[src/rtl/cax_pkg.sv]
`timescale 1ns/1ps
package cax_pkg;
    typedef enum logic [1:0] {
        ST_IDLE = 2'd0,
        ST_WAIT = 2'd1,
        ST_DONE = 2'd2
    } cax_state_e;

    typedef struct packed {
        cax_state_e  state;
        logic [31:0] hold;
        logic [31:0] addr;
        logic [2:0]  len;
        logic        we;
        logic [31:0] wdata;
        logic [31:0] rdata;
    } cax_regs_t;
endpackage

[src/rtl/cax_lane_swap.sv]
`timescale 1ns/1ps
module cax_lane_swap #(
    parameter int BYTES = 4
) (
    input  logic [2:0]         len_i,
    input  logic [8*BYTES-1:0] d_i,
    output logic [8*BYTES-1:0] d_o
);
    localparam int W = 8 * BYTES;

    logic [W-1:0] rev;

    for (genvar g = 0; g < BYTES; g++) begin : g_rev
        assign rev[8*g +: 8] = d_i[8*(BYTES-1-g) +: 8];
    end

    always_comb begin
        d_o = '0;
        case (len_i)
            3'd1:    d_o[7:0]  = d_i[7:0];
            3'd2:    d_o[15:0] = {d_i[7:0], d_i[15:8]};
            default: d_o       = rev;
        endcase
    end
endmodule

[src/rtl/cax_addr_map.sv]
`timescale 1ns/1ps
module cax_addr_map #(
    parameter int AW      = 32,
    parameter int SLOT_LO = 11,
    parameter int FN_LO   = 8,
    parameter int OFF_W   = 3
) (
    input  logic [AW-1:0]    reg_i,
    input  logic [OFF_W-1:0] off_i,
    output logic [AW-1:0]    addr_o,
    output logic             nodev_o
);
    localparam int SLOT_W = $clog2(AW);

    logic              found;
    logic [SLOT_W-1:0] slot;

    always_comb begin
        found = 1'b0;
        slot  = '0;
        for (int i = AW - 1; i >= SLOT_LO; i--) begin
            if (reg_i[i]) begin
                found = 1'b1;
                slot  = SLOT_W'(i);
            end
        end
    end

    always_comb begin
        nodev_o = 1'b0;
        addr_o  = '0;
        if (reg_i[AW-1]) begin
            addr_o = {reg_i[AW-1:2], off_i[1:0]};
        end else if (reg_i[0]) begin
            addr_o = {reg_i[AW-1:OFF_W], off_i};
        end else begin
            addr_o[OFF_W-1:0]             = off_i;
            addr_o[FN_LO-1:OFF_W]         = reg_i[FN_LO-1:OFF_W];
            addr_o[SLOT_LO-1:FN_LO]       = reg_i[SLOT_LO-1:FN_LO];
            addr_o[SLOT_LO+SLOT_W-1:SLOT_LO] = slot;
            nodev_o                       = !found;
        end
    end
endmodule

[src/rtl/cfg_addr_xlate.sv]
`timescale 1ns/1ps
module cfg_addr_xlate
    import cax_pkg::*;
#(
    parameter int WIN_W = 12
) (
    input  logic          clk,
    input  logic          rst_n,
    input  logic          host_req,
    input  logic [WIN_W:0] host_addr,
    input  logic          host_we,
    input  logic [2:0]    host_len,
    input  logic [31:0]   host_wdata,
    output logic          host_ready,
    output logic [31:0]   host_rdata,
    output logic          cfg_valid,
    input  logic          cfg_ready,
    output logic [31:0]   cfg_addr,
    output logic [2:0]    cfg_len,
    output logic          cfg_we,
    output logic [31:0]   cfg_wdata,
    input  logic [31:0]   cfg_rdata
);
    localparam int OFF_W   = 3;
    localparam int SEL_BIT = WIN_W;

    cax_regs_t st_d, st_q;

    logic [31:0] map_addr;
    logic        map_nodev;
    logic [31:0] wsw_out;
    logic [31:0] rsw_in;
    logic [2:0]  rsw_len;
    logic [31:0] rsw_out;
    logic        unused_bits;

    assign unused_bits = ^host_addr[WIN_W-1:OFF_W];

    cax_addr_map #(.AW(32), .SLOT_LO(11), .FN_LO(8), .OFF_W(OFF_W)) u_map (
        .reg_i   (st_q.hold),
        .off_i   (host_addr[OFF_W-1:0]),
        .addr_o  (map_addr),
        .nodev_o (map_nodev)
    );

    cax_lane_swap #(.BYTES(4)) u_wswap (
        .len_i (host_len),
        .d_i   (host_wdata),
        .d_o   (wsw_out)
    );

    assign rsw_in  = (st_q.state == ST_WAIT) ? cfg_rdata : '1;
    assign rsw_len = (st_q.state == ST_WAIT) ? st_q.len  : host_len;

    cax_lane_swap #(.BYTES(4)) u_rswap (
        .len_i (rsw_len),
        .d_i   (rsw_in),
        .d_o   (rsw_out)
    );

    always_comb begin
        st_d       = st_q;
        host_ready = 1'b0;
        host_rdata = '0;
        case (st_q.state)
            ST_IDLE: begin
                if (host_req) begin
                    if (!host_addr[SEL_BIT]) begin
                        host_ready = 1'b1;
                        if (host_we) st_d.hold = host_wdata;
                        else         host_rdata = st_q.hold;
                    end else if (map_nodev) begin
                        host_ready = 1'b1;
                        if (!host_we) host_rdata = rsw_out;
                    end else begin
                        st_d.state = ST_WAIT;
                        st_d.addr  = map_addr;
                        st_d.len   = host_len;
                        st_d.we    = host_we;
                        st_d.wdata = host_we ? wsw_out : '0;
                    end
                end
            end
            ST_WAIT: begin
                if (cfg_ready) begin
                    st_d.state = ST_DONE;
                    st_d.rdata = st_q.we ? '0 : rsw_out;
                end
            end
            ST_DONE: begin
                host_ready = 1'b1;
                host_rdata = st_q.rdata;
                st_d.state = ST_IDLE;
            end
            default: st_d.state = ST_IDLE;
        endcase
    end

    always_ff @(posedge clk) begin
        if (!rst_n) begin
            st_q <= '{state: ST_IDLE, hold: '0, addr: '0, len: '0,
                      we: 1'b0, wdata: '0, rdata: '0};
        end else begin
            st_q <= st_d;
        end
    end

    assign cfg_valid = (st_q.state == ST_WAIT);
    assign cfg_addr  = st_q.addr;
    assign cfg_len   = st_q.len;
    assign cfg_we    = st_q.we;
    assign cfg_wdata = st_q.wdata;


    hold_req_chk: assert property (@(posedge clk) disable iff (!rst_n)
        cfg_valid && !cfg_ready |=> cfg_valid && $stable(cfg_addr) &&
        $stable(cfg_wdata) && $stable(cfg_len) && $stable(cfg_we));


    stall_host_chk: assert property (@(posedge clk) disable iff (!rst_n)
        cfg_valid |-> !host_ready);


    done_after_ack_chk: assert property (@(posedge clk) disable iff (!rst_n)
        cfg_valid && cfg_ready |=> host_ready && !cfg_valid);


    nodev_drop_chk: assert property (@(posedge clk) disable iff (!rst_n)
        st_q.state == ST_IDLE && host_req && host_addr[SEL_BIT] && map_nodev
        |=> !cfg_valid);


    addr_win_ready_chk: assert property (@(posedge clk) disable iff (!rst_n)
        st_q.state == ST_IDLE && host_req && !host_addr[SEL_BIT] |-> host_ready);


    narrow_wdata_chk: assert property (@(posedge clk) disable iff (!rst_n)
        cfg_valid && cfg_we && cfg_len == 3'd2 |-> cfg_wdata[31:16] == 16'h0);
endmodule

[config.mk]
export PLATFORM = sky130hd
export DESIGN_NAME = cfg_addr_xlate
export DESIGN_NICKNAME = d
export VERILOG_FILES = /design/src/rtl/cax_pkg.sv /design/src/rtl/cax_lane_swap.sv /design/src/rtl/cax_addr_map.sv /design/src/rtl/cfg_addr_xlate.sv
export SDC_FILE = /design/constraint.sdc
export NUM_CORES = 1
export LEC_CHECK = 0
export ABC_CLOCK_PERIOD_IN_PS = 1900
export BUFFER_PORTS_ARGS = -buffer_cell sky130_fd_sc_hd__buf_2
export CAP_MARGIN = 0
export CORE_MARGIN = 2
export CORE_UTILIZATION = 48
export DETAILED_ROUTE_END_ITERATION = 6
export PLACE_DENSITY = 0.85
export SLEW_MARGIN = 30
export SYNTH_ARGS = -nofsm -noshare
export SYNTH_HDL_FRONTEND = slang
export SYNTH_SLANG_ARGS = --single-unit
[constraint.sdc]
create_clock -name clk -period 1.9 [get_ports clk]
set_clock_uncertainty 0.05 [all_clocks]
set_input_delay 0 -clock clk [delete_from_list [all_inputs] [get_ports clk]]
set_output_delay 0 -clock clk [all_outputs]
set_load 0.02 [all_outputs]
==> impl_metrics.yaml <==
sta:
  max-slew-margin-rel_pct: 48.4
  fin_crit_sh_pct: 139
  fin_ws_ps: -745
  drv_slew: 0
  worst_pin_slew_ps: 772
  max_freq_mhz: 378
  finalHoldViolations: 0
  setup_violations: 166
  period_minus_slack_ps: 2640
  grt_setup_unrepaired: "yes"
job:
  maxCapViolations: 0
synth:
  ys_warn_count: 0
  ys.flop_type: "dfxtp_1"
  synth-seq-cells: 134
  synth_fp_nets: 908
  async_reset_ff_share_pct: 0
  synth_cell_type_count: 56
  avgSynthCellArea_um2: 8.17
  synth_edf_count: 0
  syn_area_um2: 6720
  ys_seq_area_share_pct: 39.9
  netlist_instances: 823
place:
  io_buffers: 177
  place_congestion: 0.928
  dpl.hpwl_mm: 15.9
  placed_cells: 1121
  dpl_cell_area_um2: 7820
finish:
  final_util_pct: 69.7
  fin_nets: 1127
  fin_area_um2: 9600
  drive_gt1_share_pct: 32.7
  syn_to_final_growth_pct: 42.8
  instances_no_fill: 1236
clock_tree:
  cts_tree: "yes"
  path_clk_slew_ps: 70
  cts_made_buffers: 17
  clk_latency_ps: 420
  clockBufferDepth: 2
  root_buffer: "clkbuf_16"
  cts.sinks: 134
  htree_levels: 4
route:
  via_count: 8127
  antenna_left: 0
  route.detailed.drc: 39
  drt-total-wl_mm: 28.1
  drt-initial-drc-count: 1692
  avgViaCountPerCell: 6.58
  avgRoutedWirePerCell_um: 22.8
  dr.pass1.iters: 7
floorplan:
  num_rows: 43
  die_h_um: 122
  coreArea_um2: 13800
  initial_core_util_pct: 48.8
  dieArea_um2: 15000
  dieWidth_um: 122
  ioPinCount: 187
critical_path:
  end_kind: "output port"
  path_max_fanout: 16
  worstPathArrival_ps: 2590
  crit_path_start_kind: "flop"
  worstPathRequired_ps: 1850
  critical_path_class: "reg -> out"
outcome:
  violations: "design-rule violations, negative setup slack"
  status: "finished with violations"
grt:
  grt_max_degree: 35
  antenna_found_initial: 0
  grt_first_pass_wirelength_mm: 40.8
  gr-usage-all-layers_pct: 35.5
  grt_overflow: 0
  grt_pass1_vias: 7617
power_and_ir_drop:
  vdd_drop_max_uv: 639
  pwr_density_cell_nw_per_um2: 862
  power_leakage_uw: 0.00398
min_path:
  min_path_type: "in -> reg"
## what timing repair did
item / in CTS / in global routing
pin swaps: 3 / 4
hold buffers: 68 / 0
endpoints found under the hold margin: 102 / 0
setup buffers: 5 / 6
cloned: 2 / 1
resized for setup: 69 / 21
setup endpoints to repair: 133 / 165
## Yosys cell counts, types with 2 or more instances
library cell / instances / area share, %
nand2_1: 140 / 7.8
dfxtp_1: 134 / 40
a21oi_1: 80 / 6.0
buf_4: 68 / 7.6
nor2_1: 51 / 2.8
clkbuf_1: 50 / 2.8
o21ai_0: 40 / 3.0
nand2b_1: 30 / 2.8
a221o_1: 24 / 3.6
nand3_1: 17 / 1.3
a22o_1: 16 / 2.1
a22oi_1: 16 / 1.8
a32o_1: 13 / 1.9
o311ai_0: 13 / 1.7
and2_1: 10 / 0.93
o22ai_1: 10 / 0.93
buf_2: 9 / 0.67
inv_1: 9 / 0.50
a21oi_2: 8 / 1.0
mux2i_1: 8 / 1.2
a2bb2oi_1: 7 / 0.91
o31ai_1: 7 / 0.78
a31oi_1: 5 / 0.47
nor3_1: 5 / 0.37
a211oi_1: 4 / 0.45
buf_6: 4 / 0.67
buf_1: 3 / 0.17
nor2b_1: 3 / 0.28
nor4bb_1: 3 / 0.45
o2bb2ai_1: 3 / 0.39
a2111oi_0: 2 / 0.26
nor3_2: 2 / 0.30
nor4_1: 2 / 0.19
nor4_2: 2 / 0.37
o2111ai_1: 2 / 0.26
o21a_1: 2 / 0.22
o41ai_1: 2 / 0.26
## critical path, cell delays in order, from the launching register on
cell	delay (ps)
dfxtp_2	330
nor4_4	320
nand4_2	180
or4_4	560
buf_6	150
nor3_4	150
buf_12	180
a221o_1	170
buf_6	130
## where the power goes
group	internal (uW)	switching (uW)
Combinational	736	968
Sequential	2930	90.9
Clock	2210	1340
Total	5870	2400
## cells in the final DEF (no fill, tap or decap), types with 17 or more instances in the layout
cell           instances
nand2_1              137
buf_6                 28
nand2b_1              30
dlygate4sd3_1         68
buf_2                145
buf_4                 81
o21ai_0               36
nor2_1                49
nand3_1               17
a221o_1               24
a21oi_1               73
clkbuf_16             18
dfxtp_1              130
## cell families (layout without fill, tap and decap cells)
| logic type | Yosys count | in the layout | share of synthesized area, % |
|---|---|---|---|
| flops | 134 | 134 | 39.9 |
| simple gates | 277 | 277 | 19.5 |
| xor+xnor | 1 | 1 | 0.130 |
| mux | 8 | 8 | 1.19 |
| compound gates | 260 | 260 | 26.9 |
| other cells | 0 | 1 | 0 |
| buf+inv | 143 | 375 | 12.4 |
## flip-flops by register name, summed over array words and instances, names as in the netlist
register	flops
st_q	66
cfg_addr	32
cfg_wdata	32
cfg_len	3
cfg_we	1
## per-layer routing
metal	vias to the layer above	routed length [um]	global-route usage, %
li1	3322	-	-
met1	3650	9830	43.5
met2	867	11900	53.5
met3	288	3840	9.29
met4	0	2550	26.1
met5	-	0	0
## per-stage QoR
step	total power [uW]	TNS (ps)	setup slack [ps]	hold WS [ps]
2_1_floorplan	3840	-7700	-320	66.9
3_3_place_gp	4300	-19800	-345	198
3_5_place_dp	4320	-21920	-454	202
4_1_cts	8030	-32690	-704	9.02
5_1_grt	8450	-61340	-787	51.8
6_report	8280	-55640	-745	45.4
## worst paths after layout
kind	cells after the start	from	to	slack [ps]
worst max-delay path	8	st_q[118]$_SDFFE_PN0P_	host_rdata[20]	-740
worst min-delay path	4	host_len[0]	cfg_len[0]$_SDFFE_PN0P_	50
worst max register to register	10	st_q[118]$_SDFFE_PN0P_	cfg_wdata[8]$_SDFFE_PN0P_	-510
worst min register to register	2	cfg_addr[17]$_SDFFE_PN0P_	cfg_addr[17]$_SDFFE_PN0P_	400
## area by class of cell
cell class / count / area (um^2)
Clock inverter: 14 / 200
Sequential cell: 134 / 2690
Antenna cell: 1 / 2.50
Fill cell: 929 / 4180
Multi-Input combinational cell: 546 / 3420
Inverter: 9 / 33.8
Clock buffer: 18 / 429
Tap cell: 180 / 225
Timing Repair Buffer: 334 / 2600
No activity file was read; power rests on OpenSTA's default activity.
